<file path="src/rtl/serctl_pkg.sv">
package serctl_pkg;

  localparam int BYTE_W = 8;
  localparam logic [4:0] DEV_BASE = 5'b01000;

  localparam logic [2:0] FN_SOURCE = 3'd0;
  localparam logic [2:0] FN_LOUD   = 3'd1;
  localparam logic [2:0] FN_BASS   = 3'd2;
  localparam logic [2:0] FN_TREBLE = 3'd3;
  localparam logic [2:0] FN_LEFT   = 3'd4;
  localparam logic [2:0] FN_RIGHT  = 3'd5;
  localparam logic [2:0] FN_MODE   = 3'd6;
  localparam logic [2:0] FN_READ   = 3'd7;

  typedef enum logic [1:0] {
    MODE_STEREO = 2'd0,
    MODE_LEFT   = 2'd1,
    MODE_RIGHT  = 2'd2
  } chanMode_e;

  // strobes from control to datapath, all single-cycle unless noted
  typedef struct packed {
    logic sampleBit;   // synchronised data level
    logic shiftAddr;   // rising bus clock, identity low
    logic shiftVal;    // rising bus clock, identity high
    logic decodeAddr;  // identity rose after an address phase
    logic addrFull;    // address phase carried at least 8 bits
    logic commit;      // qualified commit pulse with a full value
    logic slotD1;      // level: before 7th value edge
    logic slotD0;      // level: before 8th value edge
  } busStrobes_t;

endpackage

</file>
<file path="src/rtl/serctlControl.sv">
module serctlControl
  import serctl_pkg::*;
#(
  parameter int MIN_ID_LOW  = 375,
  parameter int SYNC_STAGES = 2
) (
  input  logic        clk,
  input  logic        rstN,
  input  logic        busClk,
  input  logic        busId,
  input  logic        busDataIn,
  output busStrobes_t st
);

  localparam int LOW_W = $clog2(MIN_ID_LOW + 1);
  localparam logic [LOW_W-1:0] LOW_MAX = LOW_W'(MIN_ID_LOW);
  localparam int CNT_W = $clog2(BYTE_W + 1);
  localparam logic [CNT_W-1:0] CNT_FULL = CNT_W'(BYTE_W);

  logic [2:0] busRaw;
  logic [SYNC_STAGES-1:0] syncChain [3];
  assign busRaw = {busDataIn, busId, busClk};

  for (genvar i = 0; i < 3; i++) begin : g_sync
    always_ff @(posedge clk or negedge rstN) begin
      if (!rstN) syncChain[i] <= '1;
      else       syncChain[i] <= {syncChain[i][SYNC_STAGES-2:0], busRaw[i]};
    end
  end

  logic clkS, idS, dataS, clkPrev, idPrev;
  assign clkS  = syncChain[0][SYNC_STAGES-1];
  assign idS   = syncChain[1][SYNC_STAGES-1];
  assign dataS = syncChain[2][SYNC_STAGES-1];

  logic clkRise, idRise, idFall;
  assign clkRise = clkS & ~clkPrev;
  assign idRise  = idS & ~idPrev;
  assign idFall  = ~idS & idPrev;

  logic [LOW_W-1:0] lowCnt;
  logic [CNT_W-1:0] addrCnt, valCnt;
  logic edgesInLow, valPhase;

  always_ff @(posedge clk or negedge rstN) begin
    if (!rstN) begin
      clkPrev    <= 1'b1;
      idPrev     <= 1'b1;
      lowCnt     <= '0;
      addrCnt    <= '0;
      valCnt     <= '0;
      edgesInLow <= 1'b0;
      valPhase   <= 1'b0;
    end else begin
      clkPrev <= clkS;
      idPrev  <= idS;
      if (!idS) lowCnt <= (lowCnt == LOW_MAX) ? lowCnt : lowCnt + 1'b1;
      else      lowCnt <= '0;
      if (idFall) begin
        edgesInLow <= clkRise;
        addrCnt    <= clkRise ? CNT_W'(1) : '0;
      end else if (st.shiftAddr) begin
        edgesInLow <= 1'b1;
        if (addrCnt != CNT_FULL) addrCnt <= addrCnt + 1'b1;
      end
      if (st.decodeAddr) begin
        valPhase <= 1'b1;
        valCnt   <= '0;
      end else if (st.commit) begin
        valPhase <= 1'b0;
        valCnt   <= '0;
      end else if (st.shiftVal && valPhase && valCnt != CNT_FULL) begin
        valCnt <= valCnt + 1'b1;
      end
    end
  end

  always_comb begin
    st            = '0;
    st.sampleBit  = dataS;
    st.shiftAddr  = clkRise & ~idS;
    st.shiftVal   = clkRise & idS;
    st.decodeAddr = idRise & edgesInLow;
    st.addrFull   = (addrCnt == CNT_FULL);
    st.commit     = idRise & ~edgesInLow & (lowCnt >= LOW_MAX) &
                    valPhase & (valCnt == CNT_FULL);
    st.slotD1     = valPhase & idS & (valCnt == CNT_W'(BYTE_W - 2));
    st.slotD0     = valPhase & idS & (valCnt == CNT_W'(BYTE_W - 1));
  end

  // a commit never coincides with a bit being shifted
  assert_commit_clockfree_R4: assert property (@(posedge clk) disable iff (!rstN)
    st.commit |-> !(st.shiftAddr || st.shiftVal));

  // the two read slots never overlap
  assert_slots_exclusive_R9: assert property (@(posedge clk) disable iff (!rstN)
    $onehot0({st.slotD1, st.slotD0}));

endmodule

</file>
<file path="src/rtl/serctlDatapath.sv">
module serctlDatapath
  import serctl_pkg::*;
#(
  parameter int SYNC_STAGES = 2
) (
  input  logic        clk,
  input  logic        rstN,
  input  busStrobes_t st,
  input  logic [1:0]  statusInN,
  output logic        busDataPullDown,
  output logic [1:0]  srcSel,
  output logic        muteOn,
  output logic        loudOn,
  output logic [3:0]  bassStep,
  output logic [3:0]  trebleStep,
  output logic [5:0]  leftAtten,
  output logic [5:0]  rightAtten,
  output logic [1:0]  chanMode
);

  localparam logic [3:0] TONE_FLAT = 4'd6;
  localparam logic [3:0] TONE_TOP  = 4'd12;
  localparam logic [5:0] ATT_TOP   = 6'd40;

  logic [1:0] statSync [SYNC_STAGES];
  logic [BYTE_W-1:0] addrShift, valShift;
  logic addrOk;
  logic [2:0] funcSel;
  logic [1:0] statReg, selCode;
  logic loudReg;
  logic [3:0] bassReg, trebReg;
  logic [5:0] leftReg, rightReg;
  chanMode_e modeReg;

  for (genvar s = 0; s < SYNC_STAGES; s++) begin : g_stat
    always_ff @(posedge clk or negedge rstN) begin
      if (!rstN)       statSync[s] <= 2'b11;
      else if (s == 0) statSync[s] <= statusInN;
      else             statSync[s] <= statSync[(s == 0) ? 0 : s-1];
    end
  end

  always_ff @(posedge clk or negedge rstN) begin
    if (!rstN) begin
      addrShift <= '0;
      valShift  <= '0;
      addrOk    <= 1'b0;
      funcSel   <= '0;
      statReg   <= 2'b11;
      selCode   <= 2'b11;
      loudReg   <= 1'b0;
      bassReg   <= TONE_FLAT;
      trebReg   <= TONE_FLAT;
      leftReg   <= ATT_TOP;
      rightReg  <= ATT_TOP;
      modeReg   <= MODE_STEREO;
    end else begin
      if (st.shiftAddr) addrShift <= {addrShift[BYTE_W-2:0], st.sampleBit};
      if (st.shiftVal)  valShift  <= {valShift[BYTE_W-2:0], st.sampleBit};
      if (st.decodeAddr) begin
        addrOk  <= st.addrFull && (addrShift[7:3] == DEV_BASE);
        funcSel <= addrShift[2:0];
        if (addrShift[2:0] == FN_READ) statReg <= statSync[SYNC_STAGES-1];
      end
      if (st.commit && addrOk) begin
        unique case (funcSel)
          FN_SOURCE: selCode  <= valShift[1:0];
          FN_LOUD:   loudReg  <= valShift[0];
          FN_BASS:   bassReg  <= valShift[3:0];
          FN_TREBLE: trebReg  <= valShift[3:0];
          FN_LEFT:   leftReg  <= valShift[5:0];
          FN_RIGHT:  rightReg <= valShift[5:0];
          FN_MODE: if (valShift[2])
                     modeReg <= valShift[1] ? MODE_RIGHT :
                                (valShift[0] ? MODE_STEREO : MODE_LEFT);
          default: ;
        endcase
      end
    end
  end

  always_comb begin
    busDataPullDown = addrOk && (funcSel == FN_READ) &&
                      ((st.slotD1 && !statReg[1]) || (st.slotD0 && !statReg[0]));
    muteOn     = (selCode == 2'b11);
    srcSel     = muteOn ? 2'b00 : selCode;
    loudOn     = loudReg;
    bassStep   = (bassReg > TONE_TOP) ? TONE_TOP : bassReg;
    trebleStep = (trebReg > TONE_TOP) ? TONE_TOP : trebReg;
    leftAtten  = (leftReg > ATT_TOP) ? ATT_TOP : leftReg;
    rightAtten = (rightReg > ATT_TOP) ? ATT_TOP : rightReg;
    chanMode   = modeReg;
  end

  // settings move only on a commit strobe
  assert_hold_without_commit_R4: assert property (@(posedge clk) disable iff (!rstN)
    !st.commit |=> $stable({selCode, loudReg, bassReg, trebReg, leftReg, rightReg, modeReg}));

  // the device becomes selected only through an address decode
  assert_select_by_decode_R2: assert property (@(posedge clk) disable iff (!rstN)
    $rose(addrOk) |-> $past(st.decodeAddr));

  // a mode code with bit 2 clear holds the mode
  assert_mode_hold_R8: assert property (@(posedge clk) disable iff (!rstN)
    (st.commit && addrOk && funcSel == FN_MODE && !valShift[2]) |=> $stable(modeReg));

  // the data line is pulled only inside a read slot
  assert_pull_in_slot_R9: assert property (@(posedge clk) disable iff (!rstN)
    busDataPullDown |-> (st.slotD1 || st.slotD0));

  // returned status does not move while a slot is open
  assert_status_steady_R9: assert property (@(posedge clk) disable iff (!rstN)
    (st.slotD1 || st.slotD0) |-> $stable(statReg));

endmodule

</file>
<file path="src/rtl/serialCtrlSlave.sv">
module serialCtrlSlave
  import serctl_pkg::*;
#(
  parameter int MIN_ID_LOW  = 375,
  parameter int SYNC_STAGES = 2
) (
  input  logic       clk,
  input  logic       rstN,
  input  logic       busClk,
  input  logic       busId,
  input  logic       busDataIn,
  input  logic [1:0] statusInN,
  output logic       busDataPullDown,
  output logic [1:0] srcSel,
  output logic       muteOn,
  output logic       loudOn,
  output logic [3:0] bassStep,
  output logic [3:0] trebleStep,
  output logic [5:0] leftAtten,
  output logic [5:0] rightAtten,
  output logic [1:0] chanMode
);

  busStrobes_t strobes;

  serctlControl #(.MIN_ID_LOW(MIN_ID_LOW), .SYNC_STAGES(SYNC_STAGES)) u_ctrl (
    .clk(clk), .rstN(rstN), .busClk(busClk), .busId(busId),
    .busDataIn(busDataIn), .st(strobes)
  );

  serctlDatapath #(.SYNC_STAGES(SYNC_STAGES)) u_dp (
    .clk(clk), .rstN(rstN), .st(strobes), .statusInN(statusInN),
    .busDataPullDown(busDataPullDown), .srcSel(srcSel), .muteOn(muteOn),
    .loudOn(loudOn), .bassStep(bassStep), .trebleStep(trebleStep),
    .leftAtten(leftAtten), .rightAtten(rightAtten), .chanMode(chanMode)
  );

endmodule

</file>
<file path="config.mk">
export PLATFORM = sky130hd
export DESIGN_NAME = serialCtrlSlave
export DESIGN_NICKNAME = d
export VERILOG_FILES = /design/src/rtl/serctl_pkg.sv /design/src/rtl/serctlControl.sv /design/src/rtl/serctlDatapath.sv /design/src/rtl/serialCtrlSlave.sv
export SDC_FILE = /design/constraint.sdc
export NUM_CORES = 1
export LEC_CHECK = 0
export BUFFER_PORTS_ARGS = -buffer_cell sky130_fd_sc_hd__buf_2
export CAP_MARGIN = 20
export CORE_MARGIN = 2
export CORE_UTILIZATION = 60
export CTS_BUF_LIST = sky130_fd_sc_hd__clkbuf_4 sky130_fd_sc_hd__clkbuf_8
export DETAILED_ROUTE_END_ITERATION = 10
export GPL_TIMING_DRIVEN = 0
export PLACE_DENSITY = 0.9
export SYNTH_ARGS = -nofsm -noshare
export SYNTH_HDL_FRONTEND = slang
export SYNTH_SLANG_ARGS = --single-unit
</file>
<file path="constraint.sdc">
create_clock -name clk -period 2.3 [get_ports clk]
set_input_delay 0.46 -clock clk [delete_from_list [all_inputs] [get_ports clk]]
set_output_delay 0.46 -clock clk [all_outputs]
set_load 0.02 [all_outputs]
</file>
---- Word-level counts from Yosys, hierarchy flattened ----
Cells that the tools add are included.
word-level totals
  output and inout port bits .............. 27
  input bits .............................. 7
  logic and storage cells ................. 112
  register bits ........................... 76
operators by class
  mux-type cells .......................... 20
  order comparisons ....................... 5
  $add $sub $neg .......................... 3
  equal/unequal tests ..................... 18
  reduce and logical (&&, ||, !) cells .... 25
  bitwise operators ....................... 17
operators by type and width
  kind                                                                   number
  4-bit two-way mux                                                      8
  9-bit two-way mux                                                      2
  2-bit AND reduction                                                    8
  3-bit equality test, second input constant                             5
  1-bit AND                                                              13
  6-bit > comparator, second input constant                              2
  6-bit two-way mux                                                      2
  9-bit by 1-bit adder with 9-bit output, second input constant          1
  9-bit equality test, second input constant                             1
  9-bit >= comparator, second input constant                             1
  4-bit by 1-bit adder with 4-bit output, second input constant          2
  4-bit by 3-bit equality test with 1-bit output, second input constant  2
  4-bit equality test, second input constant                             2
  4-bit > comparator, second input constant                              2
  1-bit logical AND                                                      8
  4-bit != test, second input constant                                   2
  3-bit by 2-bit equality test with 1-bit output, second input constant  2
  1-bit two-way mux                                                      6
  2-bit nonzero test                                                     3
  5-bit by 4-bit equality test with 1-bit output, second input constant  1
  2-bit two-way mux                                                      2
  1-bit inverter                                                         4
  3-bit by 1-bit equality test with 1-bit output, second input constant  1
  3-bit logical NOT                                                      1
  6 further kinds                                                        7

---- Depth between registers and ports, before layout ----
Gate-level depths: netlist of run 1.
  depth after elaboration ................. 8
  depth in mapped cells ................... 6
  mapped depth without buffers ............ 6

---- Cells and area by module ----
A second synthesis of run 1 with hierarchy kept.
second synthesis, totals
  cells, all modules ...................... 271
  area total of the unflattened synthesis .. 3439.5 µm²
modules (own cells, without submodules)
  module          cells an instance  area each (µm²)  instances  sequential area each (µm²)
  serctlDatapath  143                2073.2           1          1246.2
  serctlControl   128                1366.3           1          685.7

---- Least setup slack after synthesis of run 1 ----
Ideal clock, no wire load.
  path kind ............................... flip-flop to output port
  start ................................... reg u_ctrl.valCnt[0]
  end ..................................... out busDataPullDown
  arrival ................................. 1558 ps
  path buffers ............................ 0
  slack ................................... 282 ps
  stages on the path, launching flop included .. 7
  data required time ...................... 1840 ps
  path through ............................ dfrtp_1 > inv_1 > ha_1 > inv_1 > o22ai_1 > nand2b_1 > nor4_1
between the ends
  cells in the longest elaborated chain, start to end .. 5
  elaborated cells on any way between the ends .. 8
  classes of those cells .................. eq/ne: 2; bitwise: 2; reduce/logical: 4
RTL lines
  what                                                               RTL line                                  text
  from (decl)                                                        serctlControl.sv:42                       logic [CNT_W-1:0] addrCnt, valCnt;
  from (signal assigned)                                             serctlControl.sv:73                       valCnt <= valCnt + 1'b1;
  4-bit by 3-bit equality test with 1-bit output (on tied branches)  serctlControl.sv:87, serctlControl.sv:88
  1-bit AND (on tied branches)                                       serctlControl.sv:87, serctlControl.sv:88
  1-bit logical AND                                                  serctlDatapath.sv:84                      ((st.slotD1 && !statReg[1]) || (st.slotD0 && !statReg[0]));
  1-bit logical OR *                                                 serctlDatapath.sv:84
  1-bit logical AND *                                                serctlDatapath.sv:83                      busDataPullDown = addrOk && (funcSel == FN_READ) &&
  to (decl)                                                          serialCtrlSlave.sv:13                     output logic busDataPullDown,
Mark *: on every way between the ends. The rest lies on a longest branch, timed or not.

---- Worst setup path in the final report of run 1 ----
Ends and elaborated chain as after synthesis.

==> results of run 1 <==
metrics by stage:
stage / std cells / cell area (µm²)
after floorplan: 270 / 3430
after global placement: 375 / 3680
after detailed placement: 375 / 3690
after CTS: 391 / 3910
after global routing: 393 / 3930
final: 393 / 3930
registers in the layout (all words and copies together), names as in the netlist, 2 cells and up:
register,flops
u_ctrl.addrCnt,4
u_ctrl.lowCnt,9
u_ctrl.syncChain,3
u_ctrl.valCnt,4
u_dp.addrShift,8
u_dp.bassReg,4
u_dp.chanMode,2
u_dp.funcSel,3
u_dp.leftReg,6
u_dp.rightReg,6
u_dp.selCode,2
u_dp.statReg,2
u_dp.statSync,4
u_dp.trebReg,4
u_dp.valShift,6
kinds of logic (layout without fill, tap and decap cells):
logic type                 Yosys count  count (layout)  synth area share
buffers and inverters               18              69            0.0212
AOI/OAI and AO/OA                   24              24            0.0474
adders and majority gates            6               6            0.0219
and+or+nand+nor                     87              87             0.162
DFF                                 76              76             0.564
xor gates and xnor gates            12              12            0.0307
muxes                               47              47             0.153
routing by layer:
layer,global-route usage,vias up
li1,-,1048
met1,0.282,1099
met2,0.338,54
met3,0.0317,20
met4,0.105,0
met5,0,-
worst max-delay path by stage:
| stage | startpoint | end | slack (ns) | depth (start not counted) |
|---|---|---|---|---|
| after floorplan | u_ctrl.valCnt[0] | busDataPullDown | 0.28 | 6 |
| after global placement | u_ctrl.valCnt[0] | u_dp.chanMode[1] | 0.27 | 6 |
| after detailed placement | u_ctrl.valCnt[0] | u_dp.chanMode[0] | 0.23 | 6 |
| after CTS | u_ctrl.valCnt[0] | busDataPullDown | 0.05 | 7 |
| after global routing | u_ctrl.valCnt[0] | busDataPullDown | -0.009 | 7 |
| final | u_ctrl.valCnt[0] | busDataPullDown | 0.08 | 7 |
report_power, final:
group | internal [mW] | switching (mW) | total [mW]
logic | 0.232 | 0.196 | 0.428
registers | 1.53 | 0.199 | 1.73
clock network | 0.623 | 0.479 | 1.10
total | 2.39 | 0.873 | 3.26
layout make-up:
type / instances / area [µm²]
multi-input combinational: 176 / 1440
sequential: 76 / 1930
fill: 380 / 1570
clock inverter: 6 / 88.8
timing repair buffer: 35 / 183
tap: 72 / 90.1
buffer: 9 / 38.8
clock buffer: 10 / 131
inverter: 9 / 33.8
worst max-delay path, delay by kind of cell (launching register included):
| kind | cells | cell delay (ns) |
|---|---|---|
| adders and majority gates | 1 | 0.13 |
| DFF | 1 | 0.42 |
| buffers and inverters | 3 | 0.34 |
| and+or+nand+nor | 2 | 0.35 |
| AOI/OAI and AO/OA | 1 | 0.17 |
cells in the final DEF, fill, tap and decap left out, drive strengths merged, types with 2 or more instances in the layout:
master | Yosys | layout
clkbuf | 7 | 17
a31oi | 2 | 2
nor3b | 2 | 2
nor3 | 2 | 2
nor2 | 17 | 17
clkinvlp | 0 | 2
and3 | 5 | 5
and2 | 7 | 7
clkinv | 0 | 2
bufinv | 0 | 2
nor4 | 4 | 4
a311oi | 2 | 2
buf | 2 | 37
ha | 6 | 6
xor2 | 7 | 7
nand3 | 14 | 14
nand3b | 4 | 4
nor4b | 2 | 2
o21ai | 5 | 5
a21boi | 4 | 4
xnor2 | 5 | 5
o22ai | 2 | 2
dfstp | 24 | 24
mux2i | 3 | 3
nand2 | 10 | 10
a21oi | 3 | 3
nor2b | 6 | 6
nand2b | 3 | 3
inv | 9 | 9
mux2 | 44 | 44
nand4 | 3 | 3
dfrtp | 52 | 52
a21o | 2 | 2
synthesized netlist by cell type (2+ instances only):
| cell | n |
|---|---|
| xnor2_1 | 5 |
| nand3b_1 | 4 |
| o21ai_0 | 2 |
| dfrtp_1 | 52 |
| nor4_1 | 4 |
| nand4_4 | 2 |
| clkbuf_1 | 7 |
| mux2_2 | 44 |
| ha_1 | 6 |
| a31oi_1 | 2 |
| a21o_1 | 2 |
| nand2b_1 | 3 |
| nor2_1 | 16 |
| a21boi_0 | 4 |
| nor3b_1 | 2 |
| nand3_1 | 12 |
| and2_1 | 7 |
| a21oi_1 | 3 |
| xor2_1 | 7 |
| inv_1 | 9 |
| and3_1 | 5 |
| nor2b_1 | 6 |
| mux2i_1 | 3 |
| nand2_1 | 10 |
| a311oi_1 | 2 |
| dfstp_2 | 24 |
| nor3_1 | 2 |
| nand3_2 | 2 |
| o22ai_1 | 2 |
| o21ai_1 | 2 |
what timing repair did:
| item | in CTS | in global routing |
|---|---|---|
| pin swaps | 1 | 1 |
| setup buffers | 0 | 2 |
| gates resized for setup | 1 | 2 |
| setup endpoints to repair | 1 | 1 |
==> key figures, run 1 <==
Floorplanning
  – DIE AREA: 6330 µm²
  – Core Box Area: 5510 µm²
  – Std-Cell Rows: 27
  – Chip Width: 79.6 µm
  – Starting Density: 0.623
  – Die H: 79.6 µm
  – Num ports: 34

Drt
  – DR WL/cell: 15.3 µm
  – DR vias: 2221
  – DR vias/cell: 5.65
  – Top sig layer: met4
  – Iter 0 DRT Violations: 134
  – Metal3 WL: 197 µm
  – Met2 WL post-DR: 3.03 mm
  – DRT Wirelength: 6.02 mm
  – Initial DRT Pass Iterations: 4
  – # DRC: 0
  – Routed Antenna Nets: 0
  – Met1 WL: 2.61 mm

Global route
  – Total global-route track usage: 0.211
  – First-pass GRT wire length: 10.3 mm
  – Antenna violations before repair: 0
  – Grt total ovfl: 0
  – Largest net degree at the start of global routing: 77
  – Vias in the first global route: 2248

Cells and area
  – Final nets: 329
  – Fin util: 0.714
  – Area grow syn2layout: 14.7%
  – Ant diodes: 0
  – Share of cells above drive strength 1: 0.421

Timing
  – Hold WS: 0.212 ns
  – Setup violators final: 0
  – Skew final: 0.00640 ns
  – Setup ws final: 0.0827 ns
  – Worst slew pin tran: 0.895 ns
  – Worst slew margin: 0.404
  – Fin crit period: 2.22 ns
  – Final period util: 0.964
  – Final Max Slew Viols: 0
  – Setup TNS: 0 ns
  – Fin. Hold Viols: 0
  – Achievable Freq: 451 MHz

Setup path
  – Flop-to-flop setup slack: 0.25 ns
  – Reg2reg end: u_dp.chanMode[1]
  – Crit-path max FO: 3
  – Max incr delay on CP: 0.42 ns
  – Worst setup SP type: register
  – RR Startpoint: u_ctrl.valCnt[1]
  – CP Capture Type: primary output
  – Slowest-stage cell, CP: dfrtp_1
  – Crit-path cells: inv_2 > ha_1 > inv_1 > o22ai_2 > nand2b_1 > nor4_2 > buf_2
  – R2r worst-path depth: 6
  – Critical path type: reg -> out
  – Crit path DAT: 1.76 ns
  – CP required: 1.84 ns

Clock network
  – Later-pin clock latency in the skew report: 0.34 ns
  – TritonCTS Buffers: 9
  – CTS sink count: 76
  – CTS tree: built
  – H-tree Lvls: 3
  – CTS clock-pin slew for the worst setup and hold paths: 0.08 ns
  – Hold-fix buffers, CTS: 0
  – Clock buffer depth: 2
  – Root Driver: clkbuf_8

Synth
  – Register area share after synthesis: 0.564
  – Mapped Area: 3430 µm²
  – Syn Inst Count: 270
  – Asr flop ratio synth: 1.00
  – Avg Synthesized Cell Area: 12.7 µm²
  – Most frequently used flop master after synthesis: dfrtp_1
  – Ys Warns: 0
  – Synth top area cells: dfrtp_1, dfstp_2, mux2_2
  – Post-synthesis register bit count: 76
  – Synth cell types: 49
  – Share of the synthesized area in the top cell type: 0.380
  – EDFF count, synth: 0
  – Post-synth top area cell: dfrtp_1
  – Syn nets: 283

Placement
  – Setup slack at placement: 0.228 ns
  – RePlAce Congestion: 0.823
  – Post-DP HPWL: 4.23 mm
  – Port bufs: 33

Worst hold path
  – Hold_sp: busDataIn
  – Hold Crit Class: in -> reg
  – Hold depth: 1
  – Hold Path End: u_ctrl.syncChain[0]

Power and ir drop
  – Tot Pwr: 3.26 mW
  – Peak supply drop: 0.602 mV
  – PD cells: 829 nW/µm²
  – LEAKAGE: 1.87 nW

Outcome
  – Outcome: finished clean

Job
  – Max Cap Viol: 0
No activity file was read; power rests on OpenSTA's default activity.
==> inputs of run 2 (changes only) <==
- ABC_AREA: unset -> 1
- CAP_MARGIN: 20 -> 15
- SLEW_MARGIN: unset -> 0
==> run 2 against run 1 <==
Net effect:
- power decreased by 10%
- critical path type unchanged
- global-route usage up 3.7 points
- sequential share of layout area down 0.20 points
- critical endpoint unchanged
==> key figures, run 2 <==
Timing
  – Worst slew margin: 0.389 (-0.0147)
  – Setup violators final: 0 (unchanged)
  – Achievable Freq: 494 MHz (+9.5%)
  – Setup TNS: 0 ns (unchanged)
  – Fin. Hold Viols: 0 (unchanged)
  – Skew final: 0.00843 ns (+0.00203 ns)
  – Worst slew pin tran: 0.917 ns (+0.0220 ns)
  – Final Max Slew Viols: 0 (unchanged)
  – RSZ-0062 raised after global routing: no
  – Fin crit period: 2.03 ns (-0.192 ns)
  – Final period util: 0.881 (-0.0835)

Cells and area
  – Most frequent cells in the layout: nand2_1, inv_1, dfrtp_1, buf_2, nand3_1
  – Max reg flops: 9 (unchanged)
  – Area grow syn2layout: 12.5%
  – Commonest non-fill, non-tap cell in the layout: nand2_1
  – Final Instance Count excl. Fillers: 517 (+32%)
  – Share of cells above drive strength 1: 0.222 (-0.198)
  – Final nets: 453 (+38%)
  – Largest Register: u_ctrl.lowCnt
  – Fill cell count: 426 (+12%)
  – Ant diodes: 0 (unchanged)
  – Biggest regs: u_ctrl.lowCnt: 9 flops, u_dp.addrShift: 8 flops

Placement
  – Port bufs: 33 (unchanged)
  – RePlAce Congestion: 0.783 (-4.9%)
  – Placed cell count: 501 (+34%)
  – Post-DP HPWL: 4.86 mm (+15%)

Synth
  – Share of the synthesized area in the top cell type: 0.371 (-0.00880)
  – Syn Inst Count: 396 (+47%)
  – Post-synth top area cell: dfrtp_1
  – Synth cell types: 36 (-27%)
  – Commonest cells in the netlist: nand2_1, inv_1, dfrtp_1
  – Ys Warns: 0 (unchanged)
  – Most frequently used flop master after synthesis: dfrtp_1
  – Syn nets: 409 (+45%)
  – Most common cell in the synthesized netlist: nand2_1
  – Asr flop ratio synth: 1.00 (unchanged)
  – Mapped Area: 3510 µm² (+2.4%)
  – Register area share after synthesis: 0.550 (-0.0131)
  – Synth top area cells: dfrtp_1, dfstp_2, nand2_1
  – Avg Synthesized Cell Area: 8.86 µm² (-30%)
  – EDFF count, synth: 0 (unchanged)
  – Post-synthesis register bit count: 76 (unchanged)

Clock network
  – Root Driver: clkbuf_8
  – Later-pin clock latency in the skew report: 0.34 ns (about the same)
  – TritonCTS Buffers: 9 (unchanged)
  – H-tree Lvls: 3 (unchanged)
  – CTS sink count: 76 (unchanged)
  – Post-CTS Setup Bufs: 0 (unchanged)
  – Hold-fix buffers, CTS: 0 (unchanged)
  – CTS tree: built
  – Clock buffer depth: 2 (unchanged)
  – CTS resizes: 0 (-1)
  – CTS clock-pin slew for the worst setup and hold paths: 0.07 ns (about the same)

Job
  – Max Cap Viol: 0 (unchanged)

Drt
  – Routed Antenna Nets: 0 (unchanged)
  – # DRC: 0 (unchanged)
  – Initial DRT Pass Iterations: 5 (+1)
  – DR vias/cell: 5.36 (-5.1%)
  – Iter 0 DRT Violations: 196 (+46%)
  – DR vias: 2772 (+25%)
  – DRT Wirelength: 7.14 mm (+19%)
  – DR WL/cell: 13.8 µm (-9.9%)

Outcome
  – Outcome: finished clean

Floorplanning
  – Die H: 80.5 µm (+1.1%)
  – Starting Density: 0.630 (+0.00704)
  – Core Box Area: 5570 µm² (+1.2%)
  – Num ports: 34 (unchanged)
  – Std-Cell Rows: 27 (unchanged)
  – Chip Width: 80.5 µm (+1.1%)
  – DIE AREA: 6480 µm² (+2.2%)

Setup path
  – CP required: 1.84 ns (about the same)
  – Critical path type: reg -> out
  – Crit path DAT: 1.57 ns (-0.19 ns)
  – CP Capture Type: primary output
  – Critical Path Source: u_ctrl.valCnt[0]
  – Crit-path max FO: 4 (+1)
  – Worst setup SP type: register
  – RR Startpoint: u_ctrl.valCnt[0]

Power and ir drop
  – Switching power: 0.837 mW (-4.2%)
  – Internal: 2.09 mW (-12%)
  – Net Sw Frac: 0.286 (+0.0179)
  – Clk pwr share: 0.323 (-0.015)
  – Seq pwr share: 0.547 (+0.016)
  – LEAKAGE: 2.05 nW (+9.6%)
  – Combinational Power Share: 0.130 (about the same)
  – Peak supply drop: 0.616 mV (+2.5%)
  – PD cells: 741 nW/µm² (-11%)

Worst hold path
  – Hold Crit Class: in -> reg
  – Hold_sp: busDataIn

Global route
  – Total global-route track usage: 0.248 (+0.0365)
  – Grt total ovfl: 0 (unchanged)
  – Antenna violations before repair: 0 (unchanged)
  – Vias in the first global route: 2729 (+21%)
  – First-pass GRT wire length: 12.1 mm (+17%)
  – Largest net degree at the start of global routing: 77 (unchanged)
run 2: cell count changes after synthesis, moves of 6 or more:
cell / delta
o21ai_0: +23
a21oi_1: +11
nor2_1: +14
nor3_1: +6
nand2_1: +80
nand3_1: +20
and2_1: -7
mux2_2: -41
inv_1: +49
nor2b_1: -6
run 2: area by class of cell:
type / instances / area, µm² / area share
flip-flops and latches: 76 / 1930 / 0.489
multi-input cells: 248 / 1290 / 0.326
repair buffers: 33 / 168 / 0.0424
well taps: 72 / 90.1 / 0.0228
plain buffers: 12 / 65.1 / 0.0165
inverters: 60 / 225 / 0.0570
clock buffers: 16 / 183 / 0.0462
run 2: logic make-up (layout without fill, tap and decap cells):
family	after synthesis	count (layout)	share of synthesized area
buf+inv	72	121	0.0827
compound gates	49	49	0.0759
flops	76	76	0.550
xor+xnor	4	4	0.00998
fa+ha+maj	6	6	0.0214
mux	3	3	0.00962
simple gates	186	186	0.250
run 2: critical path: stages (launching register included):
cell and delay (ns):
dfrtp_1 0.38, inv_1 0.14, ha_1 0.17, inv_1 0.04
o22ai_1 0.14, and3_1 0.20, buf_2 0.17
run 2: path summary, 6_finish.rpt:
path	end	depth (start not counted)	slack [ns]
setup / recovery	busDataPullDown	6	0.27
hold / removal	u_ctrl.syncChain[0]	1	0.21
setup reg to reg	u_dp.chanMode[1]	9	0.39
hold reg to reg	u_ctrl.clkS	0	0.36
max in group asynchronous	u_ctrl.lowCnt[4]	1	1.45
min in group asynchronous	u_ctrl.addrCnt[2]	1	0.24
run 2: routing by layer:
layer,GRT usage,vias to the layer above,share of wire
li1,-,1349,-
met2,0.433,79,0.52
met3,0.0607,13,0.050
met1,0.291,1331,0.41
met4,0.100,0,0.014
met5,0,-,0
run 2: metrics by stage:
stage	hold slack, ns	setup slack, ns	utilization	area, µm²	total power [mW]
CTS	0.193	0.245	0.709	3950	2.94
finish	0.209	0.275	0.709	3950	2.93
detailed placement	0.348	0.502	0.676	3770	1.99
global route	0.190	0.192	0.709	3950	3.07
global placement	0.346	0.387	0.675	3760	1.95
floorplan	0.164	0.767	-	3510	1.85
run 2: power by group through the flow:
stage          Combinational (mW)  Sequential (mW)  Clock, mW
2_1_floorplan               0.271             1.58          0
3_3_place_gp                0.348             1.60          0
3_5_place_dp                0.375             1.62          0
4_1_cts                     0.386             1.59      0.961
5_1_grt                     0.439             1.61       1.02
6_report                    0.381             1.60      0.946
==> inputs of run 3 (changes only) <==
- ABC_AREA: 1 -> unset
- CORE_MARGIN: 2 -> unset
==> run 3 against run 2 <==
Net effect:
- non-clock buffer count decreased by 1
- fmax shrank 8.7%
- sequential share of layout area shrank 0.077 points
- critical path depth shrank 1
- clock power up 29%
==> key figures, run 3 (same netlist as run 1, synthesis figures left out) <==
Power and ir drop
  – Tot Pwr: 3.38 mW (+16%)
  – PD cells: 854 nW/µm² (+15%)
  – Peak supply drop: 0.578 mV (-6.3%)
  – LEAKAGE: 1.88 nW (-8.1%)

Setup path
  – Critical path type: reg -> out
  – CP Capture Type: primary output
  – Worst setup SP type: register
  – Crit path DAT: 1.76 ns (+0.19 ns)
  – CP required: 1.84 ns (about the same)
  – Crit-path max FO: 8 (+4)

Placement
  – Post-DP HPWL: 4.05 mm (-17%)
  – RePlAce Congestion: 0.831 (+6.2%)
  – Dpl cell area: 3690 µm² (-2.2%)
  – Setup slack at placement: 0.235 ns (-0.268 ns)
  – Port bufs: 33 (unchanged)

Clock network
  – Clock buffer depth: 2 (unchanged)
  – Later-pin clock latency in the skew report: 0.34 ns (about the same)
  – CTS clock-pin slew for the worst setup and hold paths: 0.08 ns (about the same)
  – Hold-fix buffers, CTS: 0 (unchanged)
  – H-tree Lvls: 3 (unchanged)
  – CTS tree: built
  – TritonCTS Buffers: 9 (unchanged)
  – Root Driver: clkbuf_8
  – CTS sink count: 76 (unchanged)

Cells and area
  – Commonest non-fill, non-tap cell in the layout: dfrtp_1
  – Fin area: 3960 µm² (+0.16%)
  – Biggest regs: u_ctrl.lowCnt: 9 flops, u_dp.addrShift: 8 flops
  – Final nets: 329 (-27%)
  – Max reg flops: 9 (unchanged)
  – Most frequent cells in the layout: dfrtp_1, mux2_2, buf_2, dfstp_2, nor2_1
  – Share of cells above drive strength 1: 0.421 (+0.198)
  – Area grow syn2layout: 15.4%
  – Fill cell count: 374 (-12%)
  – Fin util: 0.718 (+0.00983)
  – Largest Register: u_ctrl.lowCnt
  – Ant diodes: 0 (unchanged)

Floorplanning
  – Core Box Area: 5510 µm² (-1.2%)
  – Starting Density: 0.623 (-0.00704)
  – Die H: 77.6 µm (-3.6%)
  – DIE AREA: 6020 µm² (-7.1%)
  – Std-Cell Rows: 27 (unchanged)
  – Chip Width: 77.6 µm (-3.6%)
  – Num ports: 34 (unchanged)

Timing
  – Setup violators final: 0 (unchanged)
  – Skew final: 0.00815 ns (-0.000278 ns)
  – Worst slew pin tran: 0.905 ns (-0.0113 ns)
  – Final Max Slew Viols: 0 (unchanged)
  – Fin crit period: 2.22 ns (+0.193 ns)
  – Worst slew margin: 0.396 (+0.00753)
  – Fin. Hold Viols: 0 (unchanged)
  – Final period util: 0.964 (+0.0838)
  – Achievable Freq: 451 MHz (-8.7%)
  – Hold WS: 0.213 ns (+0.00392 ns)
  – Setup ws final: 0.0818 ns (-0.193 ns)

Outcome
  – Outcome: finished clean

Worst hold path
  – Hold Crit Class: in -> reg

Global route
  – Vias in the first global route: 2211 (-19%)
  – First-pass GRT wire length: 10.3 mm (-15%)
  – Grt total ovfl: 0 (unchanged)
  – Largest net degree at the start of global routing: 77 (unchanged)
  – Antenna violations before repair: 0 (unchanged)
  – Total global-route track usage: 0.224 (-0.0236)

Drt
  – Initial DRT Pass Iterations: 4 (-1)
  – DR vias: 2225 (-20%)
  – # DRC: 0 (unchanged)
  – Routed Antenna Nets: 0 (unchanged)
  – DR vias/cell: 5.66 (+5.6%)
  – Iter 0 DRT Violations: 157 (-20%)
  – DR WL/cell: 15.3 µm (+11%)
  – DRT Wirelength: 6.01 mm (-16%)

Job
  – Max Cap Viol: 0 (unchanged)
run 3: cell count changes in the layout (fill, tap and decap cells not counted), sizes merged, moves of 4 or more:
cell    previous run  this run
a21oi             15         3
and2               0         7
clkbuf            24        17
inv               60        10
mux2               3        44
nand2             94        10
nand3             34        14
nand3b             0         4
nor2              39        17
nor2b              0         6
nor3               9         2
o21ai             26         5
xnor2              1         5
xor2               3         7
run 3: layout make-up:
cell class,count,area (µm²),area share
Sequential cell,76,1930,0.488
Clock inverter,6,111,0.0281
Timing Repair Buffer,35,183,0.0462
Clock buffer,10,131,0.0332
Tap cell,72,90.1,0.0228
Inverter,9,33.8,0.00854
Multi-Input combinational cell,176,1440,0.363
Buffer,9,38.8,0.00980
run 3: through the flow:
stage	std cells	setup TNS (ns)
detailed placement	375	0
global placement	375	0
finish	393	0
floorplan	270	0
CTS	391	0
global route	393	-0.00505
run 3: repair_timing:
item                       CTS  global route
setup endpoints to repair    1             1
gates resized for setup      1             2
setup buffers                0             2
pin swaps                    1             2
hold endpoints to repair     0             0
run 3: worst max-delay path: stages (launching register included):
cell	delay, ns
dfstp_2	0.53
buf_4	0.14
nand3_1	0.07
nand2b_1	0.16
nor4_2	0.29
buf_2	0.23
run 3: final timing paths:
| path | startpoint | endpoint | slack, ns | cells after the start |
|---|---|---|---|---|
| max | u_ctrl.idS | busDataPullDown | 0.08 | 5 |
| min | busDataIn | u_ctrl.syncChain[0] | 0.21 | 1 |
| max reg2reg | u_ctrl.valCnt[0] | u_dp.chanMode[1] | 0.19 | 7 |
| min reg2reg | u_dp.statSync[3] | u_dp.statSync[1] | 0.36 | 0 |
| max in group asynchronous | rstN | u_ctrl.valCnt[1] | 1.47 | 1 |
| min in group asynchronous | rstN | u_ctrl.lowCnt[4] | 0.26 | 1 |
run 3: per-layer routing:
metal | part of all wire | global-route usage | vias to the layer above
met3 | 0.032 | 0.0576 | 6
li1 | - | - | 1045
met1 | 0.45 | 0.294 | 1128
met5 | 0 | 0 | -
met4 | 0.010 | 0.0774 | 0
met2 | 0.50 | 0.363 | 46
run 3: power by group:
group          internal, mW  total (mW)  switching, mW  leakage [nW]
registers              1.53        1.73          0.203         0.935
logic                 0.230       0.426          0.196         0.826
clock network         0.735        1.22          0.485         0.120
